===== src/rtl/phy_evt_pkg.sv =====
package phy_evt_pkg;
  typedef enum logic [1:0] {
    CSEL_LINKDROP = 2'd0,
    CSEL_FALSECAR = 2'd1,
    CSEL_RXERR    = 2'd2,
    CSEL_NONE     = 2'd3
  } csel_e;

  localparam int unsigned NUM_CNT = 3;
endpackage


===== src/rtl/evt_cnt.sv =====
module evt_cnt #(
  parameter int unsigned W        = 16,
  parameter bit          SATURATE = 1'b0
) (
  input  logic         clk,
  input  logic         rst_ni,
  input  logic         inc,
  input  logic         clr,
  output logic [W-1:0] val
);
  logic         en;
  logic [W-1:0] val_d;

  always_comb begin
    en    = inc | clr;
    val_d = val;
    if (clr) begin
      val_d = '0;
    end else if (inc) begin
      if (SATURATE && (val == {W{1'b1}})) val_d = val;
      else                                val_d = val + W'(1);
    end
  end

  always_ff @(posedge clk or negedge rst_ni) begin
    if (!rst_ni)  val <= '0;
    else if (en)  val <= val_d;
  end
endmodule


===== src/rtl/false_car_det.sv =====
module false_car_det #(
  parameter int unsigned WIN = 8
) (
  input  logic clk,
  input  logic rst_ni,
  input  logic crs,
  input  logic jk_seen,
  output logic evt
);
  localparam int unsigned CW = (WIN < 2) ? 1 : $clog2(WIN + 1);

  logic          crs_q;
  logic          armed_q, armed_d;
  logic [CW-1:0] age_q, age_d;
  logic          rise;

  always_comb begin
    rise    = crs & ~crs_q;
    armed_d = armed_q;
    age_d   = age_q;
    evt     = 1'b0;
    if (armed_q) begin
      if (jk_seen) begin
        armed_d = 1'b0;
      end else if (age_q == CW'(WIN - 1)) begin
        evt     = 1'b1;
        armed_d = 1'b0;
      end else begin
        age_d = age_q + CW'(1);
      end
    end else if (rise && !jk_seen) begin
      if (WIN <= 1) begin
        evt = 1'b1;
      end else begin
        armed_d = 1'b1;
        age_d   = CW'(1);
      end
    end
  end

  always_ff @(posedge clk or negedge rst_ni) begin
    if (!rst_ni) begin
      crs_q   <= 1'b0;
      armed_q <= 1'b0;
      age_q   <= '0;
    end else begin
      crs_q   <= crs;
      armed_q <= armed_d;
      age_q   <= age_d;
    end
  end
endmodule


===== src/rtl/pkt_err_track.sv =====
module pkt_err_track (
  input  logic clk,
  input  logic rst_ni,
  input  logic rx_dv,
  input  logic rx_er,
  input  logic col,
  input  logic pkt_end,
  output logic evt
);
  logic dv_q, err_q, col_q;
  logic err_d, col_d;
  logic start, err_eff, col_eff;

  always_comb begin
    start   = rx_dv & ~dv_q;
    err_eff = (err_q & ~start) | (rx_dv & rx_er);
    col_eff = (col_q & ~start) | (rx_dv & col);
    err_d   = rx_dv ? err_eff : err_q;
    col_d   = rx_dv ? col_eff : col_q;
    evt     = pkt_end & rx_dv & err_eff & ~col_eff;
  end

  always_ff @(posedge clk or negedge rst_ni) begin
    if (!rst_ni) begin
      dv_q  <= 1'b0;
      err_q <= 1'b0;
      col_q <= 1'b0;
    end else begin
      dv_q  <= rx_dv;
      err_q <= err_d;
      col_q <= col_d;
    end
  end
endmodule


===== src/rtl/phy_evt_counters.sv =====
module phy_evt_counters
  import phy_evt_pkg::*;
#(
  parameter int unsigned CNT_W   = 16,
  parameter int unsigned CAR_WIN = 8
) (
  input  logic             clk,
  input  logic             rst_n,
  input  logic             link_drop,
  input  logic             crs,
  input  logic             jk_seen,
  input  logic             rx_dv,
  input  logic             rx_er,
  input  logic             col,
  input  logic             pkt_end,
  input  logic [1:0]       reg_addr,
  input  logic             reg_wr,
  output logic [CNT_W-1:0] rd_data
);
  logic rst_meta, rst_ni;
  logic fc_evt, rxe_evt;
  logic [NUM_CNT-1:0] inc_vec, clr_vec;
  logic [CNT_W-1:0]   cnt_q [NUM_CNT];
  logic [CNT_W-1:0]   disc_cnt, fcar_cnt, rxe_cnt;

  always_ff @(posedge clk or negedge rst_n) begin
    if (!rst_n) {rst_ni, rst_meta} <= 2'b00;
    else        {rst_ni, rst_meta} <= {rst_meta, 1'b1};
  end

  false_car_det #(.WIN(CAR_WIN)) u_fcar (
    .clk(clk), .rst_ni(rst_ni), .crs(crs), .jk_seen(jk_seen), .evt(fc_evt)
  );

  pkt_err_track u_pkt (
    .clk(clk), .rst_ni(rst_ni), .rx_dv(rx_dv), .rx_er(rx_er),
    .col(col), .pkt_end(pkt_end), .evt(rxe_evt)
  );

  always_comb begin
    inc_vec = {rxe_evt, fc_evt, link_drop};
    for (int i = 0; i < NUM_CNT; i++) begin
      clr_vec[i] = reg_wr && (reg_addr == 2'(i));
    end
  end

  for (genvar g = 0; g < NUM_CNT; g++) begin : g_cnt
    evt_cnt #(.W(CNT_W), .SATURATE(g != 0)) u_cnt (
      .clk(clk), .rst_ni(rst_ni), .inc(inc_vec[g]), .clr(clr_vec[g]),
      .val(cnt_q[g])
    );
  end

  assign disc_cnt = cnt_q[0];
  assign fcar_cnt = cnt_q[1];
  assign rxe_cnt  = cnt_q[2];

  always_comb begin
    unique case (csel_e'(reg_addr))
      CSEL_LINKDROP: rd_data = disc_cnt;
      CSEL_FALSECAR: rd_data = fcar_cnt;
      CSEL_RXERR:    rd_data = rxe_cnt;
      default:       rd_data = '0;
    endcase
  end
endmodule


===== config.mk =====
export PLATFORM = sky130hd
export DESIGN_NAME = phy_evt_counters
export DESIGN_NICKNAME = d
export VERILOG_FILES = /design/src/rtl/phy_evt_pkg.sv /design/src/rtl/evt_cnt.sv /design/src/rtl/false_car_det.sv /design/src/rtl/pkt_err_track.sv /design/src/rtl/phy_evt_counters.sv
export SDC_FILE = /design/constraint.sdc
export NUM_CORES = 1
export LEC_CHECK = 0
export BUFFER_PORTS_ARGS = -buffer_cell sky130_fd_sc_hd__buf_2
export CORE_MARGIN = 10
export CORE_UTILIZATION = 60
export DETAILED_ROUTE_END_ITERATION = 6
export PLACE_DENSITY = 0.84
export SYNTH_ARGS = -nofsm -noshare
export SYNTH_HDL_FRONTEND = slang
export SYNTH_SLANG_ARGS = --single-unit
export TNS_END_PERCENT = 50

===== constraint.sdc =====
create_clock -name clk -period 4.7 [get_ports clk]
set_input_delay 0.235 -clock clk [delete_from_list [all_inputs] [get_ports clk]]
set_output_delay 0.235 -clock clk [all_outputs]
set_load 0.01 [all_outputs]

==> impl_results.html <==
<table>
<tr><th>Metric</th><th>Value</th></tr>
<tr><th colspan="2">Layout</th></tr>
<tr><td>Seq. cell area</td><td>1478 µm²</td></tr>
<tr><td>Number of nets in the final layout</td><td>around 400</td></tr>
<tr><td>Final std cells w/o fill</td><td>470</td></tr>
<tr><td>Most common cell after layout, fill and taps aside</td><td>dfrtp_1</td></tr>
<tr><td>Area of the multi-input gates</td><td>1805 µm²</td></tr>
<tr><td>Antenna cells</td><td>0</td></tr>
<tr><td>Highest-count cells in the layout ignoring fill and taps</td><td>58 x dfrtp_1, 50 x nor2_1, 40 x nand2_1</td></tr>
<tr><td>Post-layout util</td><td>68.98%</td></tr>
<tr><td>Number of filler cells placed in the layout</td><td>459</td></tr>
<tr><td>Area growth, synth to finish</td><td>12.57%</td></tr>
<tr><td>Fraction of final layout cells sized beyond drive strength 1</td><td>a little over an eighth</td></tr>
<tr><th colspan="2">Critical path</th></tr>
<tr><td>Crit Path Max Fanout</td><td>5</td></tr>
<tr><td>Worst reg-to-reg path cell count</td><td>6</td></tr>
<tr><td>Data arrival at the endpoint of the critical path</td><td>2.70 ns</td></tr>
<tr><td>Capturing element type of the critical path</td><td>flip-flop</td></tr>
<tr><td>Cell with the biggest individual delay on the critical path</td><td>nor4_1</td></tr>
<tr><td>Setup Crit Path Kind</td><td>flip-flop to flip-flop</td></tr>
<tr><td>Data required, critical path</td><td>a little under 5 ns</td></tr>
<tr><td>Type of element launching the critical path</td><td>flip-flop</td></tr>
<tr><td>Worst path cell trace</td><td>ha_1, nand4b_1, nor4_1, o211ai_1, nor3_1, mux2_2</td></tr>
<tr><td>Maximum cell stage delay along the critical path</td><td>0.74 ns</td></tr>
<tr><th colspan="2">Timing</th></tr>
<tr><td>Fmax</td><td>404.2 MHz</td></tr>
<tr><td>Worst clock skew</td><td>about 0.0089 ns</td></tr>
<tr><td>Slew HR</td><td>34.59%</td></tr>
<tr><td>Sum of negative setup slack</td><td>0 ns</td></tr>
<tr><td>Number of failing setup endpoints in the final timing report</td><td>0</td></tr>
<tr><td>Final period util</td><td>52.64%</td></tr>
<tr><td>Setup repair after global routing missed its margin</td><td>no</td></tr>
<tr><td>Final hold violations</td><td>0</td></tr>
<tr><td>Setup slack of the critical path after layout</td><td>2.226 ns</td></tr>
<tr><td>Transition time of the tightest slew-check pin</td><td>about 0.98 ns</td></tr>
<tr><td>Minimum period implied by the final worst setup slack</td><td>2.474 ns</td></tr>
<tr><td>Count of final max-slew check failures</td><td>0</td></tr>
<tr><th colspan="2">Outcome</th></tr>
<tr><td>Run status</td><td>finished, final reports clean</td></tr>
<tr><th colspan="2">GRT</th></tr>
<tr><td>Global-route layer with the greatest usage</td><td>met2</td></tr>
<tr><td>Met3 track demand over resource</td><td>under 10%</td></tr>
<tr><td>Met2 Usage GRT</td><td>27.80%</td></tr>
<tr><td>Grt ovf</td><td>0</td></tr>
<tr><td>Initial antenna violation count</td><td>0</td></tr>
<tr><td>Wire length of the first global-routing pass</td><td>roughly 13,000 µm</td></tr>
<tr><td>Aggregate global-route resource usage</td><td>18.19%</td></tr>
<tr><td>Via count of the first global-routing pass</td><td>roughly 2.7k</td></tr>
<tr><td>GR met1 Demand/Resource</td><td>about 24%</td></tr>
<tr><td>Maximum number of pins on one net before global-route repair</td><td>58</td></tr>
<tr><th colspan="2">Placement</th></tr>
<tr><td>Setup WS pre-CTS</td><td>roughly 2.3 ns</td></tr>
<tr><td>Estimated wirelength of the detail-placed design</td><td>5487 µm</td></tr>
<tr><td>Final estimated routing congestion in global placement</td><td>0.8850</td></tr>
<tr><td>Number of placed instances, taps included</td><td>453</td></tr>
<tr><td>Count of buffers inserted at the top-level ports</td><td>27</td></tr>
<tr><th colspan="2">Synthesis</th></tr>
<tr><td>Yosys warning count</td><td>0</td></tr>
<tr><td>Total standard cell area after synthesis</td><td>3353 µm²</td></tr>
<tr><td>Number of enable flip-flop cells after synthesis</td><td>0</td></tr>
<tr><td>Unique masters post-synth</td><td>45</td></tr>
<tr><td>Register bit total from synthesis</td><td>59</td></tr>
<tr><td>Per-instance average area after synthesis</td><td>9.137 µm²</td></tr>
<tr><td>Gate Count Post-Synth</td><td>367</td></tr>
<tr><td>Register area share after synthesis</td><td>44.03%</td></tr>
<tr><td>Synth async-reset ratio</td><td>100.0%</td></tr>
<tr><td>Post-synth net total</td><td>383</td></tr>
<tr><td>Most instantiated flip-flop cell in the synthesis netlist</td><td>dfrtp_1</td></tr>
<tr><th colspan="2">Route</th></tr>
<tr><td>Detailed-routing iteration count for the pre-antenna-repair pass</td><td>4</td></tr>
<tr><td>Count of routing violations after the opening detailed-route iteration</td><td>244</td></tr>
<tr><td>Count of vias placed by the detailed router</td><td>2,791</td></tr>
<tr><td>Wire length after detailed routing</td><td>7650 µm</td></tr>
<tr><td>Detailed-route DRC error count</td><td>0</td></tr>
<tr><td>Vias per cell</td><td>5.938</td></tr>
<tr><td>WL/cell</td><td>16.28 µm</td></tr>
<tr><td>Antenna Nets Post-Route</td><td>0</td></tr>
<tr><th colspan="2">Clocking</th></tr>
<tr><td>Bufs on Longest Clock Path</td><td>2</td></tr>
<tr><td>Insertion delay to the later sink of the worst-skew pair</td><td>0.34 ns</td></tr>
<tr><td>Number of gates resized after CTS</td><td>0</td></tr>
<tr><td>Number of H-tree levels</td><td>3</td></tr>
<tr><td>Clock root buffer</td><td>clkbuf_8</td></tr>
<tr><td>Number of buffers inserted during clock tree synthesis</td><td>9</td></tr>
<tr><td>Clock Sinks</td><td>59</td></tr>
<tr><td>TritonCTS clock tree</td><td>yes</td></tr>
<tr><td>Clock-pin slew on the worst setup and hold paths</td><td>0.07 ns</td></tr>
<tr><td>Number of post-CTS setup repair buffers</td><td>0</td></tr>
<tr><td>Count of hold buffers inserted by post-cts repair</td><td>1</td></tr>
<tr><th colspan="2">Die</th></tr>
<tr><td>Vertical extent of the die</td><td>94.76 µm</td></tr>
<tr><td>Effective utilization at floorplan</td><td>between 60% and 70%</td></tr>
<tr><td>Die outline width</td><td>94.76 µm</td></tr>
<tr><td>Std-Cell Rows</td><td>27</td></tr>
<tr><td>Core Box Area</td><td>about 5500 µm²</td></tr>
<tr><td>Overall die area</td><td>about 9000 µm²</td></tr>
<tr><td>I/O pin count</td><td>28</td></tr>
<tr><th colspan="2">Pwr</th></tr>
<tr><td>VDD IR-drop max</td><td>0.0002651 V</td></tr>
<tr><td>Total leakage power</td><td>1.682 nW</td></tr>
<tr><td>Pwr per Cell Area</td><td>roughly 330 nW/µm²</td></tr>
<tr><th colspan="2">Flow run</th></tr>
<tr><td>Max capacitance violation total</td><td>0</td></tr>
<tr><th colspan="2">Hold path</th></tr>
<tr><td>Class of the worst hold path</td><td>input port to flip-flop</td></tr>
<tr><td>Hold path cells</td><td>1</td></tr>
</table>
synthesized netlist by cell type, types with 3 or more instances:
library cell / n / share of area [%]
nand2_1: 40 / 4.5
a22o_1: 4 / 1.0
clkbuf_1: 13 / 1.5
and2_1: 3 / 0.56
and4_1: 6 / 1.6
nand2b_1: 4 / 0.75
mux2i_1: 20 / 6.0
nor4_1: 6 / 1.1
nor2_1: 50 / 5.6
dfrtp_1: 59 / 44
or3_1: 6 / 1.1
and3_1: 6 / 1.1
o21ai_0: 22 / 3.3
ha_1: 4 / 1.5
nand4_1: 13 / 2.4
a21oi_1: 14 / 2.1
inv_1: 4 / 0.45
nor2b_1: 3 / 0.56
o2111ai_1: 4 / 1.0
nand3_1: 13 / 1.9
nor3_1: 6 / 0.90
xnor2_1: 17 / 4.4
a211oi_1: 3 / 0.67
xor2_1: 19 / 5.0
worst paths after layout:
| kind | start | slack [ns] | to |
|---|---|---|---|
| setup reg to reg | u_fcar.age_q[0] | 2.23 | g_cnt[1].u_cnt.val[15] |
| min in group asynchronous | rst_n | 0.21 | rst_ni |
| setup / recovery | u_fcar.age_q[0] | 2.23 | g_cnt[1].u_cnt.val[15] |
| hold reg to reg | rst_meta | 0.36 | rst_ni |
| max in group asynchronous | rst_ni | 3.82 | g_cnt[1].u_cnt.val[11] |
| hold / removal | crs | 0.02 | u_fcar.crs_q |
critical path, delay by kind of cell (launching register included):
family	cells	cell delay (ns)
AO/OA/AOI/OAI	1	0.22
adder cells (fa/ha/maj)	1	0.26
flip-flops	1	0.40
multiplexers	1	0.36
AND/OR/NAND/NOR	3	1.13
layout make-up:
type,instances,area share (%)
Clock inverter,6,2.353
Tap cell,72,2.386
Timing Repair Buffer,30,4.243
Inverter,4,0.3977
Multi-Input combinational cell,289,47.83
Clock buffer,10,3.646
Sequential cell,59,39.14
through the flow:
step | cell area (µm²) | hold WS [ns] | power (mW)
finish | 3775 | 0.01878 | 1.260
detailed placement | 3538 | 0.02225 | 0.7457
floorplan | 3353 | -0.06059 | 0.7016
global placement | 3538 | 0.01961 | 0.7365
global route | 3775 | 0.01153 | 1.322
CTS | 3775 | 0.005830 | 1.266
state kept, by name, indices dropped and copies added (netlist names):
name,cells
g_cnt.u_cnt.val,48
rst_meta,1
rst_ni,1
u_fcar.age_q,4
u_fcar.armed_q,1
u_fcar.crs_q,1
u_pkt.col_q,1
u_pkt.dv_q,1
u_pkt.err_q,1
kinds of logic after synthesis:
logic type / Yosys count / share of synthesized area, %
AOI/OAI and AO/OA: 59 / 11.19
muxes: 22 / 6.642
DFF: 59 / 44.03
adders and majority gates: 4 / 1.493
buffers and inverters: 19 / 2.127
other: 1 / 0.1118
and+or+nand+nor: 167 / 25.00
xor gates and xnor gates: 36 / 9.403
metal layers:
metal  wire length [µm]  share of wire [%]  up-vias
li1                   -                  -     1357
met1               3447                 45     1326
met2               3573                 47       88
met3                407                5.3       20
met4                221                2.9        0
met5                  0                  0        -
report_power, final:
part           internal [mW]  switching [mW]  total, mW  leakage (nW)
Clock                  0.313           0.209      0.521         0.108
Sequential             0.545          0.0487      0.594         0.796
Combinational         0.0639          0.0809      0.145         0.778
Total                  0.922           0.338       1.26          1.68
No activity file was read; power rests on OpenSTA's default activity.
